## src/rtl/ballast_pkg.sv

```systemverilog
package ballast_pkg;
  localparam int PHASE_W = 3;

  typedef enum logic [PHASE_W-1:0] {
    PH_RESET   = 3'd0,
    PH_START   = 3'd1,
    PH_PREHEAT = 3'd2,
    PH_IGNITE  = 3'd3,
    PH_BURN    = 3'd4,
    PH_HOLD    = 3'd5,
    PH_PDOWN   = 3'd6
  } phase_e;
endpackage

```

## src/rtl/ballast_rst_sync.sv

```systemverilog
module ballast_rst_sync #(
  parameter int STAGES = 2
) (
  input  logic clk,
  input  logic rst_n,
  output logic rst_sync_n
);
  logic [STAGES-1:0] chain_q;

  always_ff @(posedge clk or negedge rst_n) begin
    if (!rst_n) chain_q <= '0;
    else        chain_q <= {chain_q[STAGES-2:0], 1'b1};
  end

  assign rst_sync_n = chain_q[STAGES-1];
endmodule

```

## src/rtl/ballast_tick_sync.sv

```systemverilog
module ballast_tick_sync #(
  parameter int SYNC_STAGES = 2
) (
  input  logic clk,
  input  logic rst_n,
  input  logic tick_i,
  output logic pulse_o
);
  logic [SYNC_STAGES:0] shift_q;

  always_ff @(posedge clk or negedge rst_n) begin
    if (!rst_n) shift_q <= '0;
    else        shift_q <= {shift_q[SYNC_STAGES-1:0], tick_i};
  end

  assign pulse_o = shift_q[SYNC_STAGES-1] & ~shift_q[SYNC_STAGES];
endmodule

```

## src/rtl/ballast_pulse_cnt.sv

```systemverilog
module ballast_pulse_cnt #(
  parameter int CNT_W = 3
) (
  input  logic             clk,
  input  logic             rst_n,
  input  logic             clr_i,
  input  logic             inc_i,
  output logic [CNT_W-1:0] cnt_o
);
  logic [CNT_W-1:0] cnt_q;
  logic [CNT_W-1:0] cnt_d;
  logic             cnt_ce;

  always_comb begin
    cnt_ce = clr_i | inc_i;
    cnt_d  = clr_i ? '0 : cnt_q + 1'b1;
  end

  always_ff @(posedge clk or negedge rst_n) begin
    if (!rst_n)      cnt_q <= '0;
    else if (cnt_ce) cnt_q <= cnt_d;
  end

  assign cnt_o = cnt_q;
endmodule

```

## src/rtl/ballast_fsm.sv

```systemverilog
module ballast_fsm
  import ballast_pkg::*;
#(
  parameter int PH_PULSES  = 7,
  parameter int IGN_PULSES = 1,
  parameter int CNT_W      = 3
) (
  input  logic             clk,
  input  logic             rst_n,
  input  logic             sup_start_i,
  input  logic             sup_stop_i,
  input  logic             lamp_fail_i,
  input  logic             lamp_max_i,
  input  logic             pd_req_i,
  input  logic             tick_pulse_i,
  input  logic [CNT_W-1:0] cnt_i,
  output phase_e           phase_o,
  output logic             cnt_clr_o,
  output logic             cnt_inc_o,
  output logic             tmr_en_o,
  output logic             bridge_en_o
);
  localparam logic [CNT_W-1:0] PH_LAST  = CNT_W'(PH_PULSES - 1);
  localparam logic [CNT_W-1:0] IGN_LAST = CNT_W'(IGN_PULSES - 1);

  phase_e phase_q;
  phase_e phase_d;
  logic   restart;
  logic   active;

  always_comb begin
    active   = (phase_q == PH_PREHEAT) || (phase_q == PH_IGNITE) ||
               (phase_q == PH_BURN)    || (phase_q == PH_HOLD);
    tmr_en_o    = (phase_q == PH_PREHEAT) || (phase_q == PH_IGNITE);
    bridge_en_o = tmr_en_o || (phase_q == PH_BURN);
  end

  always_comb begin
    phase_d = phase_q;
    restart = 1'b0;
    case (phase_q)
      PH_RESET:   phase_d = PH_START;
      PH_START:   if (sup_start_i) phase_d = PH_PREHEAT;
      PH_PREHEAT: begin
        if (lamp_fail_i)                             restart = 1'b1;
        else if (tick_pulse_i && (cnt_i == PH_LAST)) phase_d = PH_IGNITE;
      end
      PH_IGNITE: begin
        if (!lamp_max_i)                               phase_d = PH_BURN;
        else if (tick_pulse_i && (cnt_i == IGN_LAST)) phase_d = PH_HOLD;
      end
      PH_BURN:    if (lamp_fail_i) phase_d = PH_HOLD;
      default:    phase_d = phase_q;
    endcase
    if (pd_req_i && active) phase_d = PH_PDOWN;
    if (sup_stop_i)         phase_d = PH_START;
  end

  always_comb begin
    cnt_clr_o = (phase_d != phase_q) || restart;
    cnt_inc_o = tick_pulse_i && tmr_en_o;
  end

  always_ff @(posedge clk or negedge rst_n) begin
    if (!rst_n) phase_q <= PH_RESET;
    else        phase_q <= phase_d;
  end

  assign phase_o = phase_q;
endmodule

```

## src/rtl/ballast_seq.sv

```systemverilog
module ballast_seq
  import ballast_pkg::*;
#(
  parameter int PH_PULSES   = 7,
  parameter int IGN_PULSES  = 1,
  parameter int SYNC_STAGES = 2,
  parameter int RST_STAGES  = 2
) (
  input  logic               clk,
  input  logic               rst_n,
  input  logic               sup_start_i,
  input  logic               sup_stop_i,
  input  logic               lamp_fail_i,
  input  logic               lamp_max_i,
  input  logic               pd_req_i,
  input  logic               tick_i,
  output logic [PHASE_W-1:0] state_o,
  output logic               tmr_en_o,
  output logic               tmr_dis_o,
  output logic               bridge_en_o
);
  localparam int MAX_PULSES = (PH_PULSES > IGN_PULSES) ? PH_PULSES : IGN_PULSES;
  localparam int CNT_W      = $clog2(MAX_PULSES + 1);

  logic             rst_sync_n;
  logic             tick_pulse;
  logic             cnt_clr;
  logic             cnt_inc;
  logic [CNT_W-1:0] cnt_q;
  phase_e           phase_q;
  logic             tmr_en;

  ballast_rst_sync #(.STAGES(RST_STAGES)) u_rst (
    .clk        (clk),
    .rst_n      (rst_n),
    .rst_sync_n (rst_sync_n)
  );

  ballast_tick_sync #(.SYNC_STAGES(SYNC_STAGES)) u_tick (
    .clk     (clk),
    .rst_n   (rst_sync_n),
    .tick_i  (tick_i),
    .pulse_o (tick_pulse)
  );

  ballast_pulse_cnt #(.CNT_W(CNT_W)) u_cnt (
    .clk   (clk),
    .rst_n (rst_sync_n),
    .clr_i (cnt_clr),
    .inc_i (cnt_inc),
    .cnt_o (cnt_q)
  );

  ballast_fsm #(
    .PH_PULSES  (PH_PULSES),
    .IGN_PULSES (IGN_PULSES),
    .CNT_W      (CNT_W)
  ) u_fsm (
    .clk          (clk),
    .rst_n        (rst_sync_n),
    .sup_start_i  (sup_start_i),
    .sup_stop_i   (sup_stop_i),
    .lamp_fail_i  (lamp_fail_i),
    .lamp_max_i   (lamp_max_i),
    .pd_req_i     (pd_req_i),
    .tick_pulse_i (tick_pulse),
    .cnt_i        (cnt_q),
    .phase_o      (phase_q),
    .cnt_clr_o    (cnt_clr),
    .cnt_inc_o    (cnt_inc),
    .tmr_en_o     (tmr_en),
    .bridge_en_o  (bridge_en_o)
  );

  assign state_o   = phase_q;
  assign tmr_en_o  = tmr_en;
  assign tmr_dis_o = ~tmr_en;
endmodule

```

## config.mk

```make
export PLATFORM = sky130hd
export DESIGN_NAME = ballast_seq
export DESIGN_NICKNAME = d
export VERILOG_FILES = /design/src/rtl/ballast_pkg.sv /design/src/rtl/ballast_rst_sync.sv /design/src/rtl/ballast_tick_sync.sv /design/src/rtl/ballast_pulse_cnt.sv /design/src/rtl/ballast_fsm.sv /design/src/rtl/ballast_seq.sv
export SDC_FILE = /design/constraint.sdc
export NUM_CORES = 1
export LEC_CHECK = 0
export BUFFER_PORTS_ARGS = -buffer_cell sky130_fd_sc_hd__buf_2
export CORE_AREA = 2 2 39 41
export CTS_CLUSTER_DIAMETER = 150
export DETAILED_ROUTE_END_ITERATION = 6
export DIE_AREA = 0 0 41 43
export MAX_ROUTING_LAYER = met4
export PLACE_DENSITY = 0.72
export REMOVE_ABC_BUFFERS = 1
export SLEW_MARGIN = 20
export SYNTH_ARGS = -nofsm -noshare
export SYNTH_HDL_FRONTEND = slang
export SYNTH_HIERARCHICAL = 1
export SYNTH_SLANG_ARGS = --single-unit
```

## constraint.sdc

```tcl
create_clock -name clk -period 1.25 [get_ports clk]
set_input_delay 0 -clock clk [delete_from_list [all_inputs] [get_ports clk]]
set_output_delay 0 -clock clk [all_outputs]
set_load 0.03 [all_outputs]
```

==> results of run 1 <==
[cell type report]
type | count | area share, %
Sequential cell | 11 | 30.8
Clock buffer | 4 | 2.94
Tap cell | 16 | 2.24
Inverter | 4 | 1.68
Multi-Input combinational cell | 48 | 40.1
Timing Repair Buffer | 28 | 22.3
[critical path, stage by stage (launching register included)]
cell and delay (ps):
dfrtp_1 390, nor2b_4 110, or4b_4 480, a211oi_2 230, o21ai_1 90, nand4_1 120
nor2_1 70
[what timing repair did]
| item | CTS | global route |
|---|---|---|
| pin swaps | 6 | 6 |
| buffers inserted | 1 | 1 |
| gates resized for setup | 6 | 5 |
| endpoints found under the setup margin | 7 | 7 |
| hold buffers | 3 | 0 |
| endpoints found under the hold margin | 5 | 0 |
[cell families after synthesis]
group	after synthesis	synth area share [%]
AO/OA/AOI/OAI	18	19.3
XOR/XNOR	1	1.36
buffers and inverters	8	6.22
AND/OR/NAND/NOR	24	22.8
other	1	0.583
multiplexers	2	3.11
flip-flops	11	42.8
adder cells (fa/ha/maj)	2	3.89
[worst max path at each step]
stage / cells past startpoint / startpoint / slack [ps] / to
2_1_floorplan: 7 / u_fsm/phase_o[2] / -630 / u_cnt/cnt_o[0]
5_1_grt: 6 / u_tick/shift_q[2] / -420 / u_cnt/cnt_o[0]
3_5_place_dp: 6 / u_tick/shift_q[2] / -390 / u_cnt/cnt_o[1]
3_3_place_gp: 6 / u_tick/shift_q[2] / -340 / u_cnt/cnt_o[1]
6_report: 6 / u_tick/shift_q[2] / -350 / u_cnt/cnt_o[1]
4_1_cts: 6 / u_tick/shift_q[2] / -340 / u_cnt/cnt_o[1]
[state kept, by name, summed over array words and instances, names as in the netlist]
name            count
u_cnt/cnt_o         3
u_fsm/phase_o       3
u_rst/chain_q       2
u_tick/shift_q      3
[per-layer routing]
layer / vias to the layer above / wire length (um) / GRT usage (%)
met3: 4 / 85 / 7.85
li1: 293 / - / -
met1: 282 / 599 / 21.0
met5: - / 0 / -
met4: 0 / 19 / 6.00
met2: 23 / 614 / 25.6
[synth_stat cells]
| cell | instances | area [um^2] |
|---|---|---|
| clkbuf_1 | 1 | 3.75 |
| ha_1 | 2 | 25.0 |
| nand3_1 | 2 | 10.0 |
| o22ai_1 | 2 | 12.5 |
| o2111ai_1 | 1 | 8.76 |
| nor2b_4 | 1 | 13.8 |
| nor2b_1 | 2 | 12.5 |
| mux2i_1 | 2 | 20.0 |
| a21o_1 | 3 | 22.5 |
| or2b_2 | 1 | 8.76 |
| inv_1 | 3 | 11.3 |
| a21oi_1 | 5 | 25.0 |
| buf_2 | 2 | 10.0 |
| nand3b_1 | 1 | 7.51 |
| dfrtp_1 | 11 | 275 |
| or4b_4 | 1 | 13.8 |
| xnor2_1 | 1 | 8.76 |
| a211oi_2 | 1 | 12.5 |
| a22oi_1 | 1 | 7.51 |
| buf_6 | 1 | 11.3 |
| nand2_1 | 3 | 11.3 |
| o21a_1 | 1 | 7.51 |
| inv_2 | 1 | 3.75 |
| a21bo_2 | 1 | 10.0 |
| nand4_1 | 2 | 12.5 |
| nor2_1 | 7 | 26.3 |
| a31oi_1 | 2 | 12.5 |
| and2_1 | 1 | 6.26 |
| and3_1 | 1 | 6.26 |
| nor4bb_1 | 1 | 10.0 |
| nor3b_1 | 1 | 7.51 |
| o21ai_1 | 1 | 5.00 |
| conb_1 | 1 | 3.75 |
[report_power, final]
group	internal, mW	switching, mW	total [mW]	leakage, nW
clock	0.123	0.105	0.228	0.0150
sequential	0.414	0.0637	0.478	0.136
combinational	0.502	0.619	1.12	0.280
[metrics by stage]
stage	area [um^2]	TNS, ps	utilization, %	std cells	hold WS (ps)
2_1_floorplan	618	-3130	-	63	-296
3_3_place_gp	786	-1480	56.8	103	-215
3_5_place_dp	786	-1670	56.8	103	-214
4_1_cts	866	-1530	62.6	110	39.7
5_1_grt	893	-1870	64.6	111	33.9
6_report	893	-1500	64.6	111	43.5
==> impl_metrics.py, run 1 <==
metrics = {
    "worst_setup_path": {
        "crit_fanout": 3,
        "worst-r2r-setup-slack_ps": -350,
        "timing.reg2reg.worst_path_depth": 6,
        "r2r-start": "u_tick/shift_q[2]",
        "rr_endpoint": "u_cnt/cnt_o[1]",
        "crit_path_end_kind": "flop",
        "critPathArrivalTime_ps": 1750,
        "required_ps": 1400,
        "crit_type": "reg -> reg",
        "cp-start-kind": "flop",
    },
    "routing": {
        "vias": 602,
        "wl_per_cell_um": 11.9,
        "viasPerCell": 5.42,
        "drc_errors": 0,
        "dr.pass1.iters": 4,
        "drt_wl_total_um": 1320,
        "drtIter0Drc": 16,
        "postRouteAntennaNets": 0,
    },
    "pwr": {
        "cellPowerDensity_mw_per_mm2": 2050,
        "p_leak_nw": 0.431,
        "ir_drop_v": 0.000975,
        "finalPower_mw": 1.83,
    },
    "outcome": {
        "violations": "setup timing",
        "status": "finished with violations",
    },
    "place": {
        "io_buffers": 13,
        "gp_congestion": 0.766,
        "dp_hpwl_um": 982,
        "dp_slack_ps": -386,
    },
    "grt": {
        "grt.overflow.total": 0,
        "grt_pass1_vias": 494,
        "grt_pass1_wl_um": 1990,
        "grt_antenna_before_repair": 0,
        "grt.total_usage_pct": 17.6,
        "grt_max_degree": 13,
    },
    "yosys": {
        "ys_warn_count": 6,
        "synth_seq_cells": 11,
        "avgSynthCellArea_um2": 9.60,
        "yosysUniqueCellTypes": 33,
        "synth_area_um2": 643,
        "netlist_instances": 67,
        "yosysSeqAreaShare_pct": 42.8,
    },
    "floorplan": {
        "row_count": 14,
        "fp.dieW_um": 41,
        "die_h_um": 43,
        "core_area_mm2": 0.00138,
        "start_util_pct": 46.5,
        "ioPinCount": 14,
        "dieArea_mm2": 0.00176,
    },
    "timing": {
        "fin_skew_ps": 5.93,
        "clock.fmax_ghz": 0.626,
        "slew_viol_final": 0,
        "fin_crit_ps": 1600,
        "setup_ws_ps": -348,
        "hold_viol": 0,
        "rsz0062_at_grt": "yes",
        "post-route-period-util_pct": 128,
        "finalSetupViolCount": 6,
    },
    "hold_path": {
        "hold_class": "in -> async",
    },
    "clock_network": {
        "h-tree-depth": 1,
        "cts_buffers": 3,
        "cts_buffer_depth": 2,
        "cts_sinks": 11,
        "clock_latency_ps": 260,
        "cts_tree": "yes",
        "clk_pin_slew_ps": 60,
        "root_buffer": "clkbuf_4",
    },
    "cells_and_area": {
        "seq_area_um2": 275,
        "layout_commonest_cell": "buf_2",
        "fillers": 115,
        "diodes": 0,
        "fin_nets": 106,
        "mostFrequentLayoutCells": "12 x buf_2, 11 x dfrtp_1, 10 x buf_4",
        "multiInputGateArea_um2": 358,
        "syn_to_final_growth_pct": 38.9,
        "drive_above_1_share_pct": 38.9,
    },
    "flow_run": {
        "drv_cap": 0,
    },
}
No activity file was read; power rests on OpenSTA's default activity.
==> inputs of run 2 (changes only) <==
Settings changed: BUFFER_PORTS_ARGS -buffer_cell sky130_fd_sc_hd__buf_2 to -buffer_cell sky130_fd_sc_hd__clkbuf_2, MAX_ROUTING_LAYER met4 to unset.
==> run 2 against run 1 <==
The run still ends with setup timing left. Utilization rose by 1.8 points. Global-route usage rose by 1.4 points. Register-to-register slack got worse by 50 ps. Wire length rose by 20%. Sequential share of layout area fell by 0.84 points. Clock skew fell by 5.2 ps. Power rose by 1.2%. Final cell count fell by 1.8%. First-iteration DRC count fell by 50%. Via count did not move.
==> impl_metrics.py, run 2 (synthesized netlist as in run 1, its figures left out) <==
metrics = {
    "outcome": {
        "status": "finished with violations",
        "violations": "setup timing",
    },
    "timing": {
        "fin_crit_ps": 1650,
        "tns_ps": -1830,
        "rsz0062_at_grt": "yes",
        "fin_skew_ps": 0.752,
        "clock.fmax_ghz": 0.607,
        "hold_viol": 0,
        "slew_viol_final": 0,
        "setup_ws_ps": -397,
        "hold_slack_ps": 58.3,
        "post-route-period-util_pct": 132,
        "finalSetupViolCount": 7,
    },
    "routing": {
        "drtIter0Drc": 8,
        "postRouteAntennaNets": 0,
        "drt_wl_total_um": 1580,
        "wl_per_cell_um": 14.5,
        "dr.pass1.iters": 4,
        "drc_errors": 0,
        "vias": 602,
        "viasPerCell": 5.52,
    },
    "pwr": {
        "finalPower_mw": 1.85,
        "cellPowerDensity_mw_per_mm2": 2010,
        "p_leak_nw": 0.428,
        "ir_drop_v": 0.00114,
    },
    "floorplan": {
        "die_h_um": 43,
        "fp.dieW_um": 41,
        "row_count": 14,
        "core_area_mm2": 0.00138,
        "ioPinCount": 14,
        "dieArea_mm2": 0.00176,
        "start_util_pct": 46.5,
    },
    "cells_and_area": {
        "fin_nets": 104,
        "diodes": 0,
        "fillers": 117,
        "drive_above_1_share_pct": 46.2,
        "mostFrequentLayoutCells": "11 x clkbuf_2, 11 x dfrtp_1, 9 x buf_4",
        "syn_to_final_growth_pct": 42.8,
    },
    "clock_network": {
        "root_buffer": "clkbuf_4",
        "cts_buffer_depth": 2,
        "cts_sinks": 11,
        "clk_pin_slew_ps": 60,
        "clock_latency_ps": 260,
        "cts_buffers": 3,
        "h-tree-depth": 1,
        "cts_tree": "yes",
    },
    "worst_setup_path": {
        "crit_path_end_kind": "flop",
        "required_ps": 1390,
        "cp-start-kind": "flop",
        "crit_type": "reg -> reg",
        "timing.reg2reg.worst_path_depth": 6,
        "crit_fanout": 3,
        "critPathArrivalTime_ps": 1790,
    },
    "grt": {
        "grt.overflow.total": 0,
        "grt_max_degree": 13,
        "grt_pass1_wl_um": 2190,
        "grt_pass1_vias": 537,
        "grt_antenna_before_repair": 0,
        "grt.total_usage_pct": 19.0,
    },
    "place": {
        "io_buffers": 13,
        "dp_hpwl_um": 1120,
        "gp_congestion": 0.752,
    },
    "flow_run": {
        "drv_cap": 0,
    },
    "hold_path": {
        "hold_class": "in -> async",
    },
}
[run 2: per-layer routing]
metal	track usage (%)	up-vias	part of all wire, %
met1	19.9	295	42
met4	6.00	0	0
li1	-	291	-
met3	4.71	0	3.7
met5	0	-	0
met2	34.1	16	54
[run 2: layout make-up]
type                       instances  area [um^2]  area share [%]
sequential                        11          275            30.0
clock buffer                       4         26.3            2.86
multi-input combinational         48          395            43.1
tap                               16         20.0            2.18
timing repair buffer              26          186            20.3
inverter                           4         15.0            1.63
[run 2: critical path, stage by stage (launching register included)]
cell and delay (ps):
dfrtp_1 390, nor2b_4 120, or4b_4 490, a211oi_2 250
o21ai_1 80, nand4_1 140, a21oi_1 60
[run 2: report_power, final]
group | leakage (nW) | switching, mW | internal, mW | total, mW
clock | 0.0150 | 0.106 | 0.123 | 0.229
sequential | 0.136 | 0.0515 | 0.414 | 0.466
combinational | 0.277 | 0.667 | 0.487 | 1.15
total | 0.428 | 0.825 | 1.02 | 1.85
[run 2: path summary, 6_finish.rpt]
| path | startpoint | slack, ps | to |
|---|---|---|---|
| worst max-delay path | u_tick/shift_q[2] | -400 | u_cnt/cnt_o[2] |
| worst min-delay path | rst_n | 60 | u_rst/chain_q[0] |
| worst max register to register | u_tick/shift_q[2] | -400 | u_cnt/cnt_o[2] |
| worst min register to register | u_rst/chain_q[1] | 140 | u_fsm/phase_o[0] |
| max in group asynchronous | u_rst/chain_q[1] | 860 | u_fsm/phase_o[2] |
| min in group clk | sup_stop_i | 60 | u_fsm/phase_o[1] |
[run 2: timing repair]
item	in CTS	in global routing
pin swaps	11	6
buffers inserted	1	1
endpoints found under the hold margin	3	0
endpoints found under the setup margin	8	8
hold buffers	2	0
resized for setup	10	10
[run 2: through the flow]
step                      cells  worst slack (ps)  area, um^2  util (%)
after floorplan              63              -633         618         -
final                       109              -397         918      66.4
after global routing        109              -440         918      66.4
after detailed placement    102              -410         778      56.2
after CTS                   109              -385         880      63.6
after global placement      102              -345         778      56.2
==> inputs of run 3 (changes only) <==
Settings changed: SETUP_SLACK_MARGIN set to 0.1.
==> run 3 against run 2 <==
The flow still finishes with violations (setup timing). Clock power about the same. Clock-buffer cell count stayed put. Fmax down 0.61%.
==> impl_metrics.py, run 3 (synthesized netlist as in run 1, its figures left out) <==
metrics = {
    "clock_network": {
        "cts_tree": "yes",
        "cts_buffer_depth": 2,
        "h-tree-depth": 1,
        "cts_sinks": 11,
        "clk_pin_slew_ps": 60,
        "cts_buffers": 3,
        "root_buffer": "clkbuf_4",
        "clock_latency_ps": 260,
    },
    "floorplan": {
        "dieArea_mm2": 0.00176,
        "row_count": 14,
        "fp.dieW_um": 41,
        "ioPinCount": 14,
        "core_area_mm2": 0.00138,
        "die_h_um": 43,
        "start_util_pct": 46.5,
    },
    "worst_setup_path": {
        "worst-r2r-setup-slack_ps": -410,
        "crit_fanout": 3,
        "cp-start-kind": "flop",
        "critPathArrivalTime_ps": 1800,
        "crit_chain": "nor2b_4 -> or4b_4 -> a211oi_2 -> o21ai_1 -> nand4_1 -> a21oi_1",
        "cpPeakStageDelay_ps": 490,
        "rr_endpoint": "u_cnt/cnt_o[2]",
        "timing.reg2reg.worst_path_depth": 6,
        "cp_top_family": "simple AND/OR/NAND/NOR gates",
        "required_ps": 1390,
        "cp_slowest_cell": "or4b_4",
        "path_buf_inv": 0,
        "r2r-start": "u_tick/shift_q[2]",
        "crit_type": "reg -> reg",
        "crit_path_end_kind": "flop",
        "cp-startpoint": "u_tick/shift_q[2]",
    },
    "routing": {
        "wl_per_cell_um": 14.9,
        "dr_wl_met2_um": 909,
        "top_layer_used": "met4",
        "dr.pass1.iters": 4,
        "postRouteAntennaNets": 0,
        "viasPerCell": 5.52,
        "drtIter0Drc": 10,
        "vias": 613,
        "drc_errors": 0,
        "drt_wl_total_um": 1650,
        "met3_length_um": 65,
        "met1Wirelength_um": 652,
    },
    "cells_and_area": {
        "syn_to_final_growth_pct": 49.4,
        "fin_util_pct": 69.4,
        "mostFrequentLayoutCells": "11 x dfrtp_1, 10 x clkbuf_2, 9 x buf_4",
        "diodes": 0,
        "drive_above_1_share_pct": 48.4,
        "layout_commonest_cell": "dfrtp_1",
        "fin_nets": 106,
    },
    "flow_run": {
        "drv_cap": 0,
    },
    "timing": {
        "hold_viol": 0,
        "rsz0062_at_grt": "yes",
        "tns_ps": -1890,
        "finalSetupViolCount": 7,
        "setup_ws_ps": -407,
        "clock.fmax_ghz": 0.603,
        "post-route-period-util_pct": 133,
        "fin_crit_ps": 1660,
        "fin_skew_ps": 2.13,
        "slew_viol_final": 0,
    },
    "grt": {
        "grt_max_degree": 13,
        "grt_pass1_wl_um": 2190,
        "grt_antenna_before_repair": 0,
        "grt.overflow.total": 0,
        "grt.total_usage_pct": 19.0,
        "grt_pass1_vias": 532,
    },
    "outcome": {
        "status": "finished with violations",
        "violations": "setup timing",
    },
    "place": {
        "dp_hpwl_um": 1120,
        "io_buffers": 13,
        "gp_congestion": 0.752,
    },
    "hold_path": {
        "hold_class": "in -> async",
    },
    "pwr": {
        "p_leak_nw": 0.446,
        "cellPowerDensity_mw_per_mm2": 2060,
        "ir_drop_v": 0.00127,
    },
}
-- run 3: changes by cell type in the layout (fill, tap and decap cells not counted), sizes merged --
cell | before | now
buf | 11 | 15
clkbuf | 17 | 15
-- run 3: through the flow --
stage                     cell area (um^2)  power (mW)  cells  worst slack (ps)  hold WS [ps]
after global placement                 778        1.41    102              -345          -214
after CTS                              897        1.86    109              -385          10.1
after global routing                   961        2.09    111              -454          42.8
final                                  961        1.98    111              -407          56.1
after floorplan                        618        1.09     63              -633          -296
after detailed placement               778        1.45    102              -410          -212
-- run 3: worst max path at each step --
stage,end,slack [ps],cells after the start
final,u_cnt/cnt_o[2],-410,6
after global routing,u_cnt/cnt_o[1],-450,6
after CTS,u_cnt/cnt_o[2],-390,6
after detailed placement,u_cnt/cnt_o[1],-410,6
after global placement,u_cnt/cnt_o[1],-340,6
after floorplan,u_cnt/cnt_o[0],-630,7
-- run 3: routing by layer --
layer | vias to the layer above | GRT usage [%]
li1 | 296 | -
met1 | 297 | 21.0
met2 | 18 | 33.1
met3 | 2 | 4.71
met4 | 0 | 6.00
met5 | - | 0
-- run 3: cell type report --
class | instances | area, um^2
Clock buffer | 4 | 26.3
Multi-Input combinational cell | 48 | 395
Sequential cell | 11 | 275
Timing Repair Buffer | 28 | 226
Fill cell | 105 | 423
Tap cell | 16 | 20.0
Inverter | 4 | 17.5
-- run 3: where the power goes --
part	internal [mW]	switching, mW	leakage (nW)
clock	0.123	0.104	0.0150
sequential	0.414	0.0535	0.136
combinational	0.582	0.705	0.295
-- run 3: what timing repair did --
item / CTS / global route
cloned: 0 / 0
endpoints found under the setup margin: 9 / 9
pin swaps: 11 / 6
hold buffers: 2 / 0
resized for setup: 15 / 13
endpoints found under the hold margin: 3 / 0
setup buffers: 1 / 3
-- run 3: worst register-to-register path, stage by stage, from the launching register on --
cell and delay [ps]:
dfrtp_1 390, nor2b_4 120, or4b_4 490, a211oi_2 250, o21ai_1 80, nand4_1 140
a21oi_1 60
